`config.mk`:
```
export PLATFORM = sky130hd
export DESIGN_NAME = oneshot_timer
export DESIGN_NICKNAME = d
export VERILOG_FILES = /design/src/rtl/ost_pkg.sv /design/src/rtl/ost_prescaler.sv /design/src/rtl/ost_trigger.sv /design/src/rtl/ost_core.sv /design/src/rtl/oneshot_timer.sv
export SDC_FILE = /design/constraint.sdc
export NUM_CORES = 1
export LEC_CHECK = 0
export BUFFER_PORTS_ARGS = -buffer_cell sky130_fd_sc_hd__buf_4
export CAP_MARGIN = 20
export CORE_MARGIN = 1.5
export CORE_UTILIZATION = 30
export DETAILED_ROUTE_END_ITERATION = 8
export GPL_ROUTABILITY_DRIVEN = 0
export PLACE_DENSITY = 0.52
export SETUP_SLACK_MARGIN = 0.15
export SLEW_MARGIN = 15
export SYNTH_ARGS = -nofsm -noshare
export SYNTH_HDL_FRONTEND = slang
export SYNTH_SLANG_ARGS = --single-unit
```
`constraint.sdc`:
```
create_clock -name clk -period 2.78 [get_ports clk]
set_input_delay 0.556 -clock clk [delete_from_list [all_inputs] [get_ports clk]]
set_output_delay 0.556 -clock clk [all_outputs]
set_load 0.01 [all_outputs]
```
`src/rtl/ost_pkg.sv`:
```
package ost_pkg;

  localparam int PRE_W = 9;

  typedef enum logic [1:0] {
    CS_DIV2   = 2'b00,
    CS_DIV16  = 2'b01,
    CS_DIV64  = 2'b10,
    CS_DIV512 = 2'b11
  } clk_sel_e;

  typedef struct packed {
    clk_sel_e clk_sel;
    logic     must0_hi;
    logic     pin_src;
    logic     rise_edge;
    logic     must1_hi;
    logic     must1_lo;
    logic     must0_lo;
  } mode_t;

  localparam mode_t MODE_RESET = 8'h06;

  function automatic logic mode_bad(input mode_t m);
    return m.must0_lo | m.must0_hi | ~m.must1_lo | ~m.must1_hi;
  endfunction

  function automatic logic [PRE_W-1:0] div_limit(input clk_sel_e s);
    case (s)
      CS_DIV2:   return PRE_W'(1);
      CS_DIV16:  return PRE_W'(15);
      CS_DIV64:  return PRE_W'(63);
      default:   return PRE_W'(511);
    endcase
  endfunction

endpackage

```
`src/rtl/ost_prescaler.sv`:
```
module ost_prescaler
  import ost_pkg::*;
#(
  parameter int W = PRE_W
) (
  input  logic     clk,
  input  logic     rst,
  input  logic     restart,
  input  clk_sel_e sel,
  output logic     tick
);

  logic [W-1:0] cnt_q;
  logic [W-1:0] lim;

  assign lim  = W'(div_limit(sel));
  assign tick = (cnt_q >= lim);

  always_ff @(posedge clk) begin
    if (rst || restart) begin
      cnt_q <= '0;
    end else if (tick) begin
      cnt_q <= '0;
    end else begin
      cnt_q <= cnt_q + 1'b1;
    end
  end

endmodule

```
`src/rtl/ost_trigger.sv`:
```
module ost_trigger #(
  parameter int SYNC_STAGES = 2
) (
  input  logic clk,
  input  logic rst,
  input  logic pin,
  input  logic sw_start,
  input  logic pin_src,
  input  logic rise_edge,
  output logic trig
);

  localparam int SH_W = SYNC_STAGES + 1;

  logic [SH_W-1:0] sh_q;
  logic            cur;
  logic            prev;
  logic            pin_edge;

  always_ff @(posedge clk) begin
    if (rst) begin
      sh_q <= '0;
    end else begin
      sh_q <= {sh_q[SH_W-2:0], pin};
    end
  end

  assign cur      = sh_q[SYNC_STAGES-1];
  assign prev     = sh_q[SYNC_STAGES];
  assign pin_edge = rise_edge ? (cur & ~prev) : (~cur & prev);
  assign trig     = pin_src ? pin_edge : sw_start;

endmodule

```
`src/rtl/ost_core.sv`:
```
module ost_core #(
  parameter int CNT_W = 16
) (
  input  logic             clk,
  input  logic             rst,
  input  logic             en,
  input  logic             trig,
  input  logic             tick,
  input  logic             wr_en,
  input  logic [CNT_W-1:0] wr_data,
  output logic             restart,
  output logic             pulse,
  output logic             irq
);

  localparam logic [CNT_W-1:0] ONE = CNT_W'(1);

  logic [CNT_W-1:0] reload_q;
  logic [CNT_W-1:0] count_q;
  logic             run_q;
  logic             seen_q;
  logic             irq_q;
  logic             retrig_go;
  logic             start_go;

  assign retrig_go = en && trig && run_q && seen_q;
  assign start_go  = en && trig && !run_q && (count_q != '0);
  assign restart   = retrig_go || start_go;

  always_ff @(posedge clk) begin
    if (rst) begin
      reload_q <= '0;
      count_q  <= '0;
      run_q    <= 1'b0;
      seen_q   <= 1'b0;
      irq_q    <= 1'b0;
    end else begin
      irq_q <= 1'b0;
      if (wr_en) begin
        reload_q <= wr_data;
      end
      if (!en) begin
        run_q <= 1'b0;
      end else if (retrig_go) begin
        seen_q <= 1'b0;
        if (reload_q == '0) begin
          run_q   <= 1'b0;
          count_q <= '0;
        end else begin
          count_q <= reload_q;
        end
      end else if (start_go) begin
        run_q  <= 1'b1;
        seen_q <= 1'b0;
      end else if (run_q && tick) begin
        seen_q <= 1'b1;
        if (count_q == ONE) begin
          count_q <= reload_q;
          run_q   <= 1'b0;
          irq_q   <= 1'b1;
        end else begin
          count_q <= count_q - ONE;
        end
      end
      if (wr_en && !run_q) begin
        count_q <= wr_data;
      end
    end
  end

  assign pulse = run_q;
  assign irq   = irq_q;

endmodule

```
`src/rtl/oneshot_timer.sv`:
```
module oneshot_timer
  import ost_pkg::*;
#(
  parameter int CNT_W       = 16,
  parameter int SYNC_STAGES = 2
) (
  input  logic             clk,
  input  logic             rst,
  input  logic             mode_we,
  input  logic [7:0]       mode_wdata,
  input  logic             data_we,
  input  logic [CNT_W-1:0] data_wdata,
  output logic [CNT_W-1:0] data_rdata,
  input  logic             cnt_en,
  input  logic             sw_start,
  input  logic             trig_pin,
  output logic             pulse_out,
  output logic             irq,
  output logic             mode_err
);

  mode_t mode_q;
  logic  err_q;
  logic  trig;
  logic  tick;
  logic  restart;

  always_ff @(posedge clk) begin
    if (rst) begin
      mode_q <= MODE_RESET;
      err_q  <= 1'b0;
    end else if (mode_we) begin
      mode_q <= mode_t'(mode_wdata);
      err_q  <= mode_bad(mode_t'(mode_wdata));
    end
  end

  ost_trigger #(
    .SYNC_STAGES(SYNC_STAGES)
  ) u_trig (
    .clk      (clk),
    .rst      (rst),
    .pin      (trig_pin),
    .sw_start (sw_start),
    .pin_src  (mode_q.pin_src),
    .rise_edge(mode_q.rise_edge),
    .trig     (trig)
  );

  ost_prescaler #(
    .W(PRE_W)
  ) u_pre (
    .clk    (clk),
    .rst    (rst),
    .restart(restart),
    .sel    (mode_q.clk_sel),
    .tick   (tick)
  );

  ost_core #(
    .CNT_W(CNT_W)
  ) u_core (
    .clk    (clk),
    .rst    (rst),
    .en     (cnt_en),
    .trig   (trig && !err_q),
    .tick   (tick),
    .wr_en  (data_we),
    .wr_data(data_wdata),
    .restart(restart),
    .pulse  (pulse_out),
    .irq    (irq)
  );

  assign mode_err   = err_q;
  assign data_rdata = '1;

endmodule

```
==> summary.md <==
| Metric | Value |
|---|---|
| DRC violations left | 0 |
| Worst-Skew Late Latency | 300 ps |
| Main synth FF type | dfxtp_1 |
| Worst-path cell chain | nand2_1 -> ha_1 -> nand3_1 -> or3_1 -> o211ai_1 -> o311a_4 -> buf_4 -> nor3_1 -> a2111oi_2 |
| Num Clock Sinks | 52 |
| Core Rows | 36 |
| Commonest non-fill, non-tap cell in the layout | nor2_1 |
| Clock power frac | 0.272 |
| Relative slew slack | 0.460 |
| Sequential share of power | 0.514 |
| Number of global-route vias before repair | 2458 |
| Critical setup path kind | reg2reg |
| Synth warn | 0 |
| Critical path capture point | u_core.count_q[4] |
| Worst Reg-to-Reg Cells | 9 |
| Worst-case clock buffer depth | 2 |
| Post-route minimum period | 2470 ps |
| Worst path arrival time | 2660 ps |
| First-pass GRT wire length | 12.0 mm |
| WL met3 | 236 um |
| Drt pass-1 iters | 4 |
| Synthesized instance count | 343 |
| Clk pin slew, worst setup/hold paths | 90 ps |
| P_sw | 0.475 mW |
| CP Capture Type | register |
| Unrepaired setup endpoints after global routing | no |
| Iter 0 DRT Violations | 111 |
| Distinct cells, synth | 56 |
| Synth Cell Area | 3090 um2 |
| Power Dens Cells | 468 nW/um2 |
| Async S/R FF share, synth | 0 |
| Total GRT Usage | 0.133 |
| Register area share after synthesis | 0.336 |
| Met2 Wirelength | 3.14 mm |
| CP peak stage delay | 390 ps |
| Commonest cells after routing, fill and taps aside | 52 x nor2_1, 51 x dfxtp_1, 40 x buf_4 |
| VDD IR max | 0.241 mV |
| Initial antenna violation count | 0 |
| Hold Fails Final Rpt | 0 |
| Fmax | 0.406 GHz |
| Wire length on met1 | 3.53 mm |
| Worst-Margin Slew | 810 ps |
| Top cells by area, synth | dfxtp_1 34%, mux2i_1 9.1%, nor2_1 6.4% |
| Hold Crit Class | reg2reg |
| Crit path max-delay family | compound AO/OA/AOI/OAI gates |
| Area Overhead vs Synth | 12.7% |
| Final ANT Viol Nets | 0 |
| Hold Slack | 443 ps |
| WL/cell | 13.8 um |
| Die X | 105 um |
| Post-CTS Hold Buffers | 0 |
| Layout cell share with drive strength beyond 1 | 0.216 |
| Core ar. | 9910 um2 |
| # IOs | 50 |
| Final setup fails | 0 |
| Worst reg2reg setup slack | 310 ps |
| Final TNS setup | 0 ps |
| Reg2reg start | mode_q[7] |
| Final Max Slew Viols | 0 |
| Final WL | 6.96 mm |
| Via/cell ratio | 4.89 |
| H-tree Lvls | 2 |
| Clock root buffer | clkbuf_8 |
| Total CTS buffers | 5 |
| Leakage Power | 1.43 nW |
| Vias | 2467 |
| Max-cap violation count | 0 |
| Crit path launch | mode_q[7] |
| Internal power | 1.16 mW |
| Clk_skew | 7.28 ps |
| CTS tree | done |
| # diodes | 0 |
| Worst EP required | 2970 ps |
| DP HPWL | 5.15 mm |
| Number of flops mapped to enable cells by yosys | 0 |
| Levels on crit path | 9 |
| Top cell type's share of synthesized area | 0.336 |
| Fillcell total | 1060 |
| Worst Path Buf+Inv | 1 |
| Final period util | 0.887 |
| Max FO, Critical Path | 13 |
| # port buffers | 33 |
| DR top layer | met4 |
| Largest net degree at the start of global routing | 45 |
| Die Y | 105 um |
| Nets | 411 |
| Sw Ratio | 0.291 |
| Gr ovfl total | 0 |
| Synth area leader | dfxtp_1 |
| FF+latch count, synth | 52 |
| Comb pwr share | 0.214 |
| Status | completed |
| PnR Total Power | 1.63 mW |
| RR Endpoint | u_core.count_q[4] |
| Startpoint Class | register |
| Slowest CP cell | dfxtp_2 |
| Initial Util | 0.312 |
| Syn Area/Cell | 9.02 um2 |
| Die area | 10900 um2 |
## how the worst min path moves through the flow
stage | startpoint | to | slack, ps | cells after the start
2_1_floorplan | u_trig.sh_q[0] | u_trig.sh_q[1] | 410 | 1
3_3_place_gp | u_trig.sh_q[0] | u_trig.sh_q[1] | 430 | 1
3_5_place_dp | u_trig.sh_q[0] | u_trig.sh_q[1] | 430 | 1
4_1_cts | u_trig.sh_q[0] | u_trig.sh_q[1] | 450 | 1
5_1_grt | trig_pin | u_trig.sh_q[0] | 470 | 2
6_report | u_trig.sh_q[0] | u_trig.sh_q[1] | 440 | 1
## synthesized netlist by cell type, drive strengths merged, types with 2 or more instances
cell type  number
clkbuf          7
o31ai           3
ha             10
nor4           11
a31o            2
or3             4
a211oi          5
xnor2          10
nor2           54
o21bai          4
o21ai           8
a2111oi        10
and3            3
nand2b          6
or4b            2
nand4           3
or4             3
a21oi           9
dfxtp          52
nand3          13
nor3           22
buf            29
nor2b           4
o21a            2
a21o            3
inv             3
xor2            7
nand2          12
mux2i          28
## cell families (layout without fill, tap and decap cells)
kind of cell / count (synthesis) / count (layout) / synth area share
compound gates: 54 / 54 / 0.156
flops: 52 / 52 / 0.336
fa+ha+maj: 10 / 10 / 0.0404
other cells: 1 / 16 / 0.00121
mux: 28 / 28 / 0.0906
buf+inv: 39 / 52 / 0.0797
simple gates: 142 / 142 / 0.247
xor+xnor: 17 / 17 / 0.0481
## power by group through the flow
stage          Sequential (mW)  Clock (mW)  Combinational [mW]
3_3_place_gp             0.856           0               0.343
3_5_place_dp             0.856           0               0.349
5_1_grt                  0.848       0.491               0.392
6_report                 0.839       0.444               0.350
4_1_cts                  0.840       0.472               0.351
2_1_floorplan            0.840           0               0.277
## stage by stage
step           utilization  instance area [um2]  setup slack (ps)  std cells
6_report             0.352                 3490               315        504
3_3_place_gp         0.341                 3380               333        495
3_5_place_dp         0.341                 3380               249        495
4_1_cts              0.350                 3470               230        503
2_1_floorplan            -                 3150               450        358
5_1_grt              0.352                 3490               141        504
## what timing repair did
| action | 4_1_cts | 5_1_grt |
|---|---|---|
| endpoints found under the setup margin | 0 | 12 |
| gates resized for setup | 0 | 3 |
| buffers inserted | 0 | 1 |
## state kept, by name, indices dropped and copies added, names as in the netlist
register / flops
u_core.count_q: 16
u_core.seen_q: 1
u_core.irq: 1
mode_q: 4
u_trig.sh_q: 3
u_core.pulse: 1
u_pre.cnt_q: 9
mode_err: 1
u_core.reload_q: 16
## per-layer routing
metal / track usage / vias up
li1: - / 1260
met1: 0.181 / 1155
met2: 0.220 / 48
met3: 0.0237 / 4
met4: 0.0298 / 0
met5: 0 / -
## cell type report
class                   instances  area, um2  share of cell area
multi-input cells             267       1870               0.535
clock buffers                   8       90.1              0.0258
inverters                       3       11.3             0.00323
well taps                     133        166              0.0477
flip-flops and latches         52       1040               0.299
repair buffers                 41        312              0.0893
No activity file was read; power rests on OpenSTA's default activity.
